File: src/rtl/rc_pkg.sv
package rc_pkg;
  // Bits needed to hold any count from 0 to max_len inclusive.
  function automatic int cnt_width(input int max_len);
    return $clog2(max_len + 1);
  endfunction
endpackage

File: src/rtl/rc_sat_counter.sv
module rc_sat_counter #(
  parameter int W = 4
) (
  input  logic         clk,
  input  logic         rst,
  input  logic         clr,
  input  logic         inc,
  output logic [W-1:0] q
);
  localparam logic [W-1:0] TOP = {W{1'b1}};

  always_ff @(posedge clk) begin
    if (rst || clr)
      q <= '0;
    else if (inc && (q != TOP))
      q <= q + 1'b1;
  end

  AST_NO_WRAP: assert property (@(posedge clk) disable iff (rst)
    (!clr && inc && q == TOP) |=> (q == TOP));
  AST_IDLE_HOLD: assert property (@(posedge clk) disable iff (rst)
    (!clr && !inc) |=> $stable(q));
  AST_CLR_EMPTY: assert property (@(posedge clk) disable iff (rst)
    clr |=> (q == '0));
endmodule

File: src/rtl/rc_bit_history.sv
module rc_bit_history (
  input  logic clk,
  input  logic rst,
  input  logic clr,
  input  logic vld,
  input  logic bit_i,
  output logic one_hit,
  output logic chg_hit
);
  logic prev_q;
  logic have_prev_q;
  logic take;

  assign take    = vld && !clr;
  assign one_hit = take && bit_i;
  assign chg_hit = take && have_prev_q && (prev_q ^ bit_i);

  always_ff @(posedge clk) begin
    if (rst || clr) begin
      prev_q      <= 1'b0;
      have_prev_q <= 1'b0;
    end else if (take) begin
      prev_q      <= bit_i;
      have_prev_q <= 1'b1;
    end
  end

  AST_FIRST_BIT_NO_CHG: assert property (@(posedge clk) disable iff (rst)
    !have_prev_q |-> !chg_hit);
  AST_START_FORGETS: assert property (@(posedge clk) disable iff (rst)
    clr |=> !have_prev_q);
endmodule

File: src/rtl/rc_verdict.sv
module rc_verdict #(
  parameter int W = 4
) (
  input  logic         clk,
  input  logic         rst,
  input  logic         clr,
  input  logic         fin,
  input  logic [W-1:0] ones,
  input  logic [W-1:0] trans,
  input  logic [W-1:0] exp_ones,
  input  logic [W-1:0] exp_trans,
  output logic         done_o,
  output logic         err_o
);
  logic miss;
  assign miss = (ones != exp_ones) || (trans != exp_trans);

  always_ff @(posedge clk) begin
    if (rst) begin
      done_o <= 1'b0;
      err_o  <= 1'b0;
    end else begin
      done_o <= fin;
      if (fin)
        err_o <= miss;
      else if (clr)
        err_o <= 1'b0;
    end
  end

  AST_DONE_ONE_CYCLE: assert property (@(posedge clk) disable iff (rst)
    !fin |=> !done_o);
  AST_ERR_HOLDS: assert property (@(posedge clk) disable iff (rst)
    (!fin && !clr) |=> $stable(err_o));
endmodule

File: src/rtl/resp_compactor.sv
module resp_compactor import rc_pkg::*; #(
  parameter int MAX_LEN = 1024,
  parameter int CNT_W   = cnt_width(MAX_LEN)
) (
  input  logic             clk,
  input  logic             rst,
  input  logic             start_i,
  input  logic             vld_i,
  input  logic             bit_i,
  input  logic             end_i,
  input  logic [CNT_W-1:0] exp_ones_i,
  input  logic [CNT_W-1:0] exp_trans_i,
  output logic [CNT_W-1:0] ones_o,
  output logic [CNT_W-1:0] trans_o,
  output logic             done_o,
  output logic             err_o
);
  logic one_hit;
  logic chg_hit;

  rc_bit_history u_hist (
    .clk     (clk),
    .rst     (rst),
    .clr     (start_i),
    .vld     (vld_i),
    .bit_i   (bit_i),
    .one_hit (one_hit),
    .chg_hit (chg_hit)
  );

  rc_sat_counter #(.W(CNT_W)) u_ones (
    .clk (clk),
    .rst (rst),
    .clr (start_i),
    .inc (one_hit),
    .q   (ones_o)
  );

  rc_sat_counter #(.W(CNT_W)) u_trans (
    .clk (clk),
    .rst (rst),
    .clr (start_i),
    .inc (chg_hit),
    .q   (trans_o)
  );

  rc_verdict #(.W(CNT_W)) u_verdict (
    .clk       (clk),
    .rst       (rst),
    .clr       (start_i),
    .fin       (end_i),
    .ones      (ones_o),
    .trans     (trans_o),
    .exp_ones  (exp_ones_i),
    .exp_trans (exp_trans_i),
    .done_o    (done_o),
    .err_o     (err_o)
  );

  AST_RESET_QUIET: assert property (@(posedge clk)
    $past(rst) |-> (ones_o == '0 && trans_o == '0 && !done_o && !err_o));
  AST_ONES_STEP: assert property (@(posedge clk) disable iff (rst)
    (!start_i && vld_i && !bit_i) |=> $stable(ones_o));
  AST_CHG_LE_ONES_PAIR: assert property (@(posedge clk) disable iff (rst)
    (!start_i && !vld_i) |=> ($stable(trans_o) && $stable(ones_o)));
endmodule

File: config.mk
export PLATFORM = sky130hd
export DESIGN_NAME = resp_compactor
export DESIGN_NICKNAME = d
export VERILOG_FILES = /design/src/rtl/rc_pkg.sv /design/src/rtl/rc_sat_counter.sv /design/src/rtl/rc_bit_history.sv /design/src/rtl/rc_verdict.sv /design/src/rtl/resp_compactor.sv
export SDC_FILE = /design/constraint.sdc
export NUM_CORES = 1
export LEC_CHECK = 0
export ABC_AREA = 1
export BUFFER_PORTS_ARGS = -buffer_cell sky130_fd_sc_hd__buf_4
export CAP_MARGIN = 5
export CORE_MARGIN = 1.5
export CORE_UTILIZATION = 45
export CTS_CLUSTER_DIAMETER = 120
export DETAILED_ROUTE_END_ITERATION = 6
export GPL_TIMING_DRIVEN = 1
export HOLD_SLACK_MARGIN = 0.03
export PLACE_DENSITY = 0.71
export SLEW_MARGIN = 20
export SYNTH_ARGS = -nofsm -noshare
export SYNTH_HDL_FRONTEND = slang
export SYNTH_SLANG_ARGS = --single-unit
File: constraint.sdc
create_clock -name clk -period 1.93 [get_ports clk]
set_clock_uncertainty 0.2 [all_clocks]
set_input_delay 0.193 -clock clk [delete_from_list [all_inputs] [get_ports clk]]
set_output_delay 0.193 -clock clk [all_outputs]
set_load 0.005 [all_outputs]
* After elaboration in Yosys (flattened, before gate mapping)
Cells that the tools add are included.
** Operators by class
- Div/mod/pow operators :: 0
- Bitwise operators :: 1
- Add/sub/neg operators :: 2
- Eq/ne operators :: 4
- $mul :: 0
- Shifts and indexed selects :: 0
- Multiplexer cells :: 2
- Reduce and logical (&&, ||, !) cells :: 10
- Order comparisons :: 0
** Operators with widths (number)
- $add A11 B1 Y11 const B :: 2
- $ne A11 B11 Y1 :: 2
- $ne A11 B11 Y1 const B :: 2
- $logic_and A1 B1 Y1 :: 6
- $logic_or A1 B1 Y1 :: 2
- $mux W1 :: 2
- $reduce_bool A2 Y1 :: 1
- $logic_not A1 Y1 :: 1
- $xor A1 B1 Y1 :: 1
** Storage, ports and cells
- Flip-flop bits (word level) :: 26
- Output and inout bits :: 24
- Memories :: 0
- ROM bits :: 0
- Memory bits (writable) :: 0
- Bits in latches :: 0

* Depth between registers and ports, before layout
Gate-level depths: netlist (run 1).
- Depth after elaboration :: 5
- Gate-level depth with buffers :: 10
- Gate-level depth less buffers :: 10

* Hierarchy
A second synthesis (run 1) with hierarchy kept.
** Unflattened totals
- Cell total of the unflattened synthesis :: 333
- Area, all modules :: 1900.6 um2
** By module, submodules not included
- rc_sat_counter :: sequential area each 220.2 um2, cells an instance 95, times used 2, area an instance 633.1 um2
- rc_verdict :: sequential area each 40.0 um2, cells an instance 129, times used 1, area an instance 534.3 um2
- rc_bit_history :: sequential area each 40.0 um2, cells an instance 14, times used 1, area an instance 100.1 um2

* Worst setup path after synthesis (run 1)
Ideal clock, no wire load.
- Path kind :: reg2reg
- Start point :: register u_ones.q[1]
- End point :: register u_ones.q[6]
- Data required time :: 1612 ps
- Clock period less this slack :: 1545 ps
- Stages on the path, launching flop included :: 10
- Arrival time :: 1227 ps
- Setup slack :: 385 ps
- Library setup time :: 118 ps
- Path through :: dfxtp_1 > ha_1 > nand2_2 > nor2_4 > nand3_2 > nand2_2 > buf_6 > o21ai_1 > nand2_1 > nor2_1
** Between the ends
- Word-level cells in the longest chain between the ends :: 2
** RTL lines
- start: declaration :: RTL line rc_sat_counter.sv:8 : output logic [W-1:0] q
- start signal: assignment :: RTL line rc_sat_counter.sv:16 : q <= q + 1'b1;
- parallel branches: the longest is 2 deep, another holds $add A11 B1 Y11
Several ways; the timed one is not identified.
A chain may end at the register's enable or synchronous reset.

* Worst setup path in the final report (run 1)
- Start point :: register u_ones.q[0]
- End point :: register u_ones.q[7]
Same word-level chain as after synthesis.

==> results of run 1 <==
==> metrics by stage <==
step	power, mW	area [µm²]
detailed placement	0.693	2240
finish	1.15	2340
CTS	1.16	2340
global placement	0.692	2240
floorplan	0.625	1810
global route	1.20	2340
==> cell type report <==
cell class                 count  area [µm²]  share of cell area (%)
multi-input combinational    219        1050                    45.1
sequential                    26         522                    22.3
timing repair buffer          56         428                    18.3
inverter                      54         205                    8.77
tap                           48        60.1                    2.57
clock buffer                   3        41.3                    1.76
clock inverter                 1        30.0                    1.28
==> state kept, by name, summed over array words and instances (netlist names) <==
signal	cells
u_ones.q	11
u_trans.q	11
u_hist.have_prev_q	1
u_hist.prev_q	1
u_verdict.done_o	1
u_verdict.err_o	1
==> critical path, stage by stage, from the launching register on <==
cell	delay [ns]
sky130_fd_sc_hd__dfxtp_1	0.41
sky130_fd_sc_hd__ha_2	0.24
sky130_fd_sc_hd__nand2_2	0.07
sky130_fd_sc_hd__nor2_4	0.11
sky130_fd_sc_hd__nand3_2	0.09
sky130_fd_sc_hd__nand2_2	0.19
sky130_fd_sc_hd__inv_2	0.13
sky130_fd_sc_hd__nand2_1	0.08
sky130_fd_sc_hd__nand2_1	0.05
sky130_fd_sc_hd__inv_1	0.05
sky130_fd_sc_hd__nor2_1	0.04
==> power by group <==
part / internal, mW / leakage, nW / total (mW) / switching, mW
sequential: 0.541 / 0.211 / 0.545 / 0.00322
clock: 0.278 / 0.0357 / 0.463 / 0.185
combinational: 0.0711 / 0.830 / 0.141 / 0.0695
total: 0.890 / 1.08 / 1.15 / 0.257
==> cells in the final DEF (no fill, tap or decap) <==
cell and instances:
sky130_fd_sc_hd__dfxtp_2 1, sky130_fd_sc_hd__clkbuf_8 3, sky130_fd_sc_hd__nor2_4 5, sky130_fd_sc_hd__nand3_1 7
sky130_fd_sc_hd__a21oi_1 12, sky130_fd_sc_hd__xnor2_1 2, sky130_fd_sc_hd__nand2_1 110, sky130_fd_sc_hd__dlygate4sd3_1 3
sky130_fd_sc_hd__a21oi_2 3, sky130_fd_sc_hd__dfxtp_1 25, sky130_fd_sc_hd__inv_2 5, sky130_fd_sc_hd__nor2_1 38
sky130_fd_sc_hd__nand2_4 1, sky130_fd_sc_hd__buf_4 53, sky130_fd_sc_hd__nand4_1 1, sky130_fd_sc_hd__inv_4 1
sky130_fd_sc_hd__ha_1 1, sky130_fd_sc_hd__nand2_2 4, sky130_fd_sc_hd__inv_1 48, sky130_fd_sc_hd__bufinv_16 1
sky130_fd_sc_hd__nor2_2 7, sky130_fd_sc_hd__nor3_1 2, sky130_fd_sc_hd__o21ai_1 5, sky130_fd_sc_hd__ha_2 1
sky130_fd_sc_hd__xor2_1 8, sky130_fd_sc_hd__o21ai_0 7, sky130_fd_sc_hd__nand3_2 5
==> worst max path at each step <==
| stage | depth (start not counted) | slack [ns] | from | end |
|---|---|---|---|---|
| after floorplan | 9 | 0.39 | u_ones.q[1]$_SDFFE_PP0P_ | u_ones.q[6]$_SDFFE_PP0P_ |
| after global placement | 8 | 0.23 | u_ones.q[1]$_SDFFE_PP0P_ | u_ones.q[9]$_SDFFE_PP0P_ |
| after detailed placement | 10 | 0.13 | u_ones.q[1]$_SDFFE_PP0P_ | u_ones.q[7]$_SDFFE_PP0P_ |
| after CTS | 10 | 0.11 | u_ones.q[1]$_SDFFE_PP0P_ | u_ones.q[7]$_SDFFE_PP0P_ |
| after global routing | 10 | 0.03 | u_ones.q[0]$_SDFFE_PP0P_ | u_ones.q[7]$_SDFFE_PP0P_ |
| final | 10 | 0.16 | u_ones.q[0]$_SDFFE_PP0P_ | u_ones.q[7]$_SDFFE_PP0P_ |
==> synth_stat cells <==
cell type                 number  area, µm²
sky130_fd_sc_hd__nand2_1     110        413
sky130_fd_sc_hd__inv_1        48        180
sky130_fd_sc_hd__nor2_1       38        143
sky130_fd_sc_hd__dfxtp_1      26        521
sky130_fd_sc_hd__a21oi_1      12       60.1
sky130_fd_sc_hd__xor2_1        8       70.1
sky130_fd_sc_hd__nand3_1       7       35.0
sky130_fd_sc_hd__nor2_2        7       43.8
sky130_fd_sc_hd__o21ai_0       7       35.0
sky130_fd_sc_hd__inv_2         5       18.8
sky130_fd_sc_hd__nand3_2       5       50.1
sky130_fd_sc_hd__nor2_4        5       56.3
sky130_fd_sc_hd__o21ai_1       5       25.0
sky130_fd_sc_hd__nand2_2       4       25.0
sky130_fd_sc_hd__a21oi_2       3       26.3
sky130_fd_sc_hd__buf_2         2       10.0
sky130_fd_sc_hd__ha_1          2       25.0
sky130_fd_sc_hd__nor3_1        2       10.0
sky130_fd_sc_hd__xnor2_1       2       17.5
sky130_fd_sc_hd__buf_4         1       7.51
sky130_fd_sc_hd__buf_6         1       11.3
sky130_fd_sc_hd__inv_4         1       6.26
sky130_fd_sc_hd__nand2_4       1       11.3
sky130_fd_sc_hd__nand4_1       1       6.26
==> routing by layer <==
| layer | share of wire, % | global-route usage, % | up-vias |
|---|---|---|---|
| met4 | 0.54 | 3.57 | 0 |
| met5 | 0 | 0 | - |
| met2 | 50 | 36.1 | 38 |
| met3 | 3.9 | 4.09 | 2 |
| li1 | - | - | 1013 |
| met1 | 46 | 25.3 | 813 |
==> logic make-up (layout without fill, tap and decap cells) <==
logic type	Yosys count	count (layout)	synth area share, %
fa+ha+maj	2	2	1.38
buf+inv	58	114	13.0
xor+xnor	10	10	4.85
compound gates	27	27	8.10
flops	26	26	28.8
simple gates	180	180	43.9
==> what timing repair did <==
action / CTS / global route
endpoints found under the hold margin: 3 / 0
setup endpoints to repair: 0 / 3
resized for setup: 0 / 2
hold buffers: 3 / 0
==> impl_results.rst, run 1 <==
.. list-table::
   :header-rows: 1

   * - Metric
     - Value
   * - Final worst setup slack
     - 0.163 ns
   * - Setup repair after global routing missed its margin
     - false
   * - Number of nets in the layout
     - 390
   * - Number of antenna violations at the first check in global routing
     - 0
   * - Synthesized area per cell
     - 5.96 µm²
   * - Synthesized instance count
     - 303
   * - Hpwl dp
     - 3360 µm
   * - Maximum frequency from static timing analysis
     - 566 MHz
   * - Arrival time worst endpoint
     - 1.75 ns
   * - Count of unique library cells instantiated by Yosys
     - 24
   * - R2R Path Start
     - u_ones.q[0]$_SDFFE_PP0P_
   * - Via count of the first global-routing pass
     - 1573
   * - Hold slack final
     - 0.0975 ns
   * - Core Box Area
     - 0.00377 mm²
   * - DP Worst Slack
     - 0.125 ns
   * - Total vias in the final route
     - 1866
   * - Type of origin of the critical path
     - register
   * - Full die area
     - 0.00440 mm²
   * - Endpoints failing setup
     - 0
   * - Netlist area before placement
     - 0.00181 mm²
   * - PwrDens
     - 490 mW/mm²
   * - Number of primary I/O pins
     - 52
   * - Detailed router's first-iteration violation count
     - 103
   * - Number of warnings printed during yosys synthesis
     - 0
   * - Number of cell rows
     - 22
   * - Routed wire length per instance
     - 10.6 µm
   * - Remaining routing DRC violations
     - 0
   * - Antenna diode count
     - 0
   * - Number of H-tree levels
     - 1
   * - Wirelength, routed
     - 4300 µm
   * - Proportion of synthesized chip area in sequential cells
     - 28.8%
   * - Number of nets still failing antenna checks after routing
     - 0
   * - Leakage power total
     - 1.08 nW
   * - Destination of the worst register-to-register timing path
     - u_ones.q[7]$_SDFFE_PP0P_
   * - TritonCTS clock tree
     - done
   * - Fraction of final layout cells with drive strength greater than 1
     - 25.1%
   * - Filler cell count in the final layout
     - 371
   * - Number of endpoints with negative hold slack in the final report
     - 0
   * - Number of register bits inferred by synthesis
     - 26
   * - Origin of the worst min-delay path
     - start_i
   * - Clock transition at the register clock pins on the worst setup and hold paths after CTS
     - 0.10 ns
   * - Initial core utilization
     - 47.9%
   * - Setup slack on the worst flop-to-flop path
     - 0.16 ns
   * - Number of clock sinks seen by CTS
     - 26
   * - Min-Delay Path Class
     - in2reg
   * - Total global routing overflow
     - 0
   * - Avg Vias per Cell
     - 4.58
   * - Post-CTS setup-driven buffer insertion count
     - 0
   * - Crit Path Max Fanout
     - 12
   * - Shortest period the worst path allows
     - 1.77 ns
   * - Global-route usage over all layers
     - 20.3%
   * - Final count of pins violating max slew
     - 0
   * - Global placer's final weighted congestion
     - 0.861
   * - Start-to-end type of the worst setup path
     - reg2reg
   * - Vertical die dimension
     - 66.4 µm
   * - # Max-Cap Violations
     - 0
   * - Setup TNS after final layout
     - 0 ns
   * - Number of buffers between clock root and the deepest sink
     - 2
   * - Wire length of the first global-routing pass
     - 6820 µm
   * - Endpoint kind of the worst setup timing path
     - register
   * - Count of port buffers added during placement
     - 51
   * - First-pass detailed-route iteration total
     - 4
   * - Worst-case reg-to-reg path depth
     - 10
   * - Clk Latency, worst-skew pair
     - 0.28 ns
   * - Synthesized net count
     - 333
   * - Worst slew margin
     - 64.1%
   * - Total CTS buffers
     - 3
   * - Area growth from synthesis to layout
     - 29.6%
   * - Worst Tran Pin Value
     - 0.538 ns
   * - Horiz. Die Dim
     - 66.4 µm
   * - Number of stages on the worst hold path
     - 6
   * - Worst endpoint required time
     - 1.91 ns
   * - Post-route fraction of the period consumed by the critical path
     - 91.6%
   * - Dpl cells
     - 400
   * - Worst supply voltage drop on vdd
     - 0.632 mV
   * - Hold Path Sink
     - u_hist.prev_q$_SDFFE_PP0N_
   * - Clock root buffer
     - sky130_fd_sc_hd__clkbuf_8
   * - Final core area utilization
     - 62.1%
   * - Maximum number of pins on one net before global-route repair
     - 16
   * - Number of standard cells in the layout, taps in and fillers out
     - 407
   * - Status
     - finished, final reports clean
(Power assumes the default switching activity.)
==> run 2, diff against run 1 <==
--- a/config.mk
+++ b/config.mk
@@ -14,7 +14,7 @@
 export DETAILED_ROUTE_END_ITERATION = 6
 export GPL_TIMING_DRIVEN = 1
 export HOLD_SLACK_MARGIN = 0.03
-export PLACE_DENSITY = 0.71
+export PLACE_DENSITY = 0.75
 export SLEW_MARGIN = 20
 export SYNTH_ARGS = -nofsm -noshare
 export SYNTH_HDL_FRONTEND = slang
==> run 2 against run 1 <==
  * Sequential cell count unchanged
  * Via count increased by 0.75%
  * Cell count unchanged
  * Critical path depth decreased by 2
  * Count of clock-buffer cells in the layout increased by 1
  * Power decreased by 8.7%
  * Global-route usage increased by 1.1 points
  * Largest cell class unchanged
  * Die area unchanged
  * Combinational power about the same
  * Critical path type unchanged
==> impl_results.rst, run 2 (synthesis results as in run 1) <==
.. list-table::
   :header-rows: 1

   * - Metric
     - Value
   * - Worst endpoint required time
     - 1.90 ns
   * - Number of antenna violations at the first check in global routing
     - 0
   * - Maximum frequency from static timing analysis
     - 579 MHz
   * - Vertical die dimension
     - 66.4 µm
   * - Final count of pins violating max slew
     - 0
   * - Slowest cell on the critical path
     - sky130_fd_sc_hd__dfxtp_1
   * - Type of origin of the critical path
     - register
   * - Crit Path Max Fanout
     - 12
   * - Most frequent standard cell in the layout excluding fill and tap cells
     - sky130_fd_sc_hd__nand2_1
   * - Via count of the first global-routing pass
     - 1655
   * - Hold slack final
     - 0.120 ns
   * - Cell-by-cell trace of the critical path
     - ha_1 -> nand2_2 -> nor2_4 -> nand3_2 -> nand2_4 -> inv_2 -> a21oi_1 -> nor2_1
   * - Number of clock sinks seen by CTS
     - 26
   * - Number of cell rows
     - 22
   * - Area growth from synthesis to layout
     - 28.7%
   * - Shortest period the worst path allows
     - 1.73 ns
   * - Initial core utilization
     - 47.9%
   * - Fraction of final layout cells with drive strength greater than 1
     - 24.5%
   * - Number of primary I/O pins
     - 52
   * - Clk Latency, worst-skew pair
     - 0.27 ns
   * - Number of nets in the layout
     - 390
   * - Leakage power total
     - 1.07 nW
   * - # Max-Cap Violations
     - 0
   * - Min-Delay Path Class
     - in2reg
   * - Slowest Stage Delay on Critical Path
     - 0.42 ns
   * - Number of buffers between clock root and the deepest sink
     - 2
   * - Worst Tran Pin Value
     - 0.515 ns
   * - Number of H-tree levels
     - 1
   * - Total global routing overflow
     - 0
   * - Number of endpoints with negative hold slack in the final report
     - 0
   * - Antenna diode count
     - 0
   * - Post-route fraction of the period consumed by the critical path
     - 89.4%
   * - Total vias in the final route
     - 1880
   * - Endpoints failing setup
     - 0
   * - Remaining routing DRC violations
     - 0
   * - Arrival time worst endpoint
     - 1.70 ns
   * - Setup repair after global routing missed its margin
     - false
   * - Hpwl dp
     - 3350 µm
   * - Clock transition at the register clock pins on the worst setup and hold paths after CTS
     - 0.10 ns
   * - Wirelength, routed
     - 4310 µm
   * - Horiz. Die Dim
     - 66.4 µm
   * - Total CTS buffers
     - 3
   * - Detailed router's first-iteration violation count
     - 105
   * - Core Box Area
     - 0.00377 mm²
   * - Setup TNS after final layout
     - 0 ns
   * - TritonCTS clock tree
     - done
   * - Largest registers
     - u_ones.q x11, u_trans.q x11
   * - Maximum number of pins on one net before global-route repair
     - 15
   * - Worst supply voltage drop on vdd
     - 0.244 mV
   * - Wire length of the first global-routing pass
     - 7150 µm
   * - Full die area
     - 0.00440 mm²
   * - Count of port buffers added during placement
     - 51
   * - Status
     - finished, final reports clean
   * - Number of nets still failing antenna checks after routing
     - 0
   * - Commonest cells after routing, fill and taps aside
     - sky130_fd_sc_hd__nand2_1, sky130_fd_sc_hd__buf_4, sky130_fd_sc_hd__inv_1
   * - Clock root buffer
     - sky130_fd_sc_hd__clkbuf_8
   * - Endpoint kind of the worst setup timing path
     - register
   * - First-pass detailed-route iteration total
     - 4
   * - Final core area utilization
     - 61.7%
   * - Global-route usage over all layers
     - 21.4%
   * - Routed wire length per instance
     - 10.6 µm
   * - Global placer's final weighted congestion
     - 0.880
   * - Avg Vias per Cell
     - 4.62
   * - Worst slew margin
     - 65.6%
   * - Start-to-end type of the worst setup path
     - reg2reg
   * - PwrDens
     - 451 mW/mm²
==> run 2: changes by cell type in the layout (fill, tap and decap cells not counted), sizes merged <==
cell,delta
bufinv,-1
clkbuf,+1
==> run 2: path summary, 6_finish.rpt <==
path	from	endpoint	slack, ns	depth (start not counted)
setup / recovery	u_ones.q[1]$_SDFFE_PP0P_	u_ones.q[9]$_SDFFE_PP0P_	0.20	8
hold / removal	end_i	u_verdict.err_o$_SDFFE_PP0P_	0.12	5
hold reg to reg	u_hist.have_prev_q$_SDFFE_PP0N_	u_hist.have_prev_q$_SDFFE_PP0N_	0.29	2
setup reg to reg	u_ones.q[1]$_SDFFE_PP0P_	u_ones.q[9]$_SDFFE_PP0P_	0.20	8
==> run 2: worst max-delay path, delay by kind of cell, from the launching register on <==
family	cells	cell delay, ns
AO/OA/AOI/OAI	1	0.14
buffers and inverters	1	0.10
flip-flops	1	0.42
adder cells (fa/ha/maj)	1	0.27
AND/OR/NAND/NOR	5	0.51
==> run 2: per-layer routing <==
metal | routed length [µm] | GRT usage (%) | part of all wire, % | vias up
met1 | 1970 | 27.5 | 46 | 825
met4 | 32 | 6.12 | 0.74 | 0
met5 | 0 | 0 | 0 | -
met3 | 170 | 3.58 | 3.9 | 2
li1 | - | - | - | 1014
met2 | 2140 | 36.5 | 50 | 39
==> run 2: per-stage QoR <==
stage                     area (µm²)  power (mW)  std cells  worst slack (ns)
after floorplan                 1810       0.625        303             0.385
after global placement          2240       0.691        400             0.228
after detailed placement        2240       0.694        400             0.142
after CTS                       2320        1.06        407             0.118
after global routing            2330        1.10        407            0.0623
final                           2330        1.05        407             0.204
==> run 2: power breakdown <==
| part | leakage (nW) | switching, mW | internal, mW | total (mW) |
|---|---|---|---|---|
| Clock | 0.0288 | 0.179 | 0.183 | 0.362 |
| Combinational | 0.834 | 0.0702 | 0.0713 | 0.142 |
| Sequential | 0.210 | 0.00317 | 0.541 | 0.545 |
==> run 2: cell type report <==
| type | count | area [µm²] |
|---|---|---|
| Clock buffer | 4 | 55.1 |
| Fill cell | 378 | 1450 |
| Inverter | 54 | 205 |
| Multi-Input combinational cell | 219 | 1060 |
| Sequential cell | 26 | 520 |
| Tap cell | 48 | 60.1 |
| Timing Repair Buffer | 56 | 428 |
==> run 2: repair_timing <==
item | CTS | global route
endpoints found under the hold margin | 3 | 0
hold buffers | 3 | 0
gates resized for setup | 0 | 1
endpoints found under the setup margin | 0 | 3
setup buffers | 0 | 0
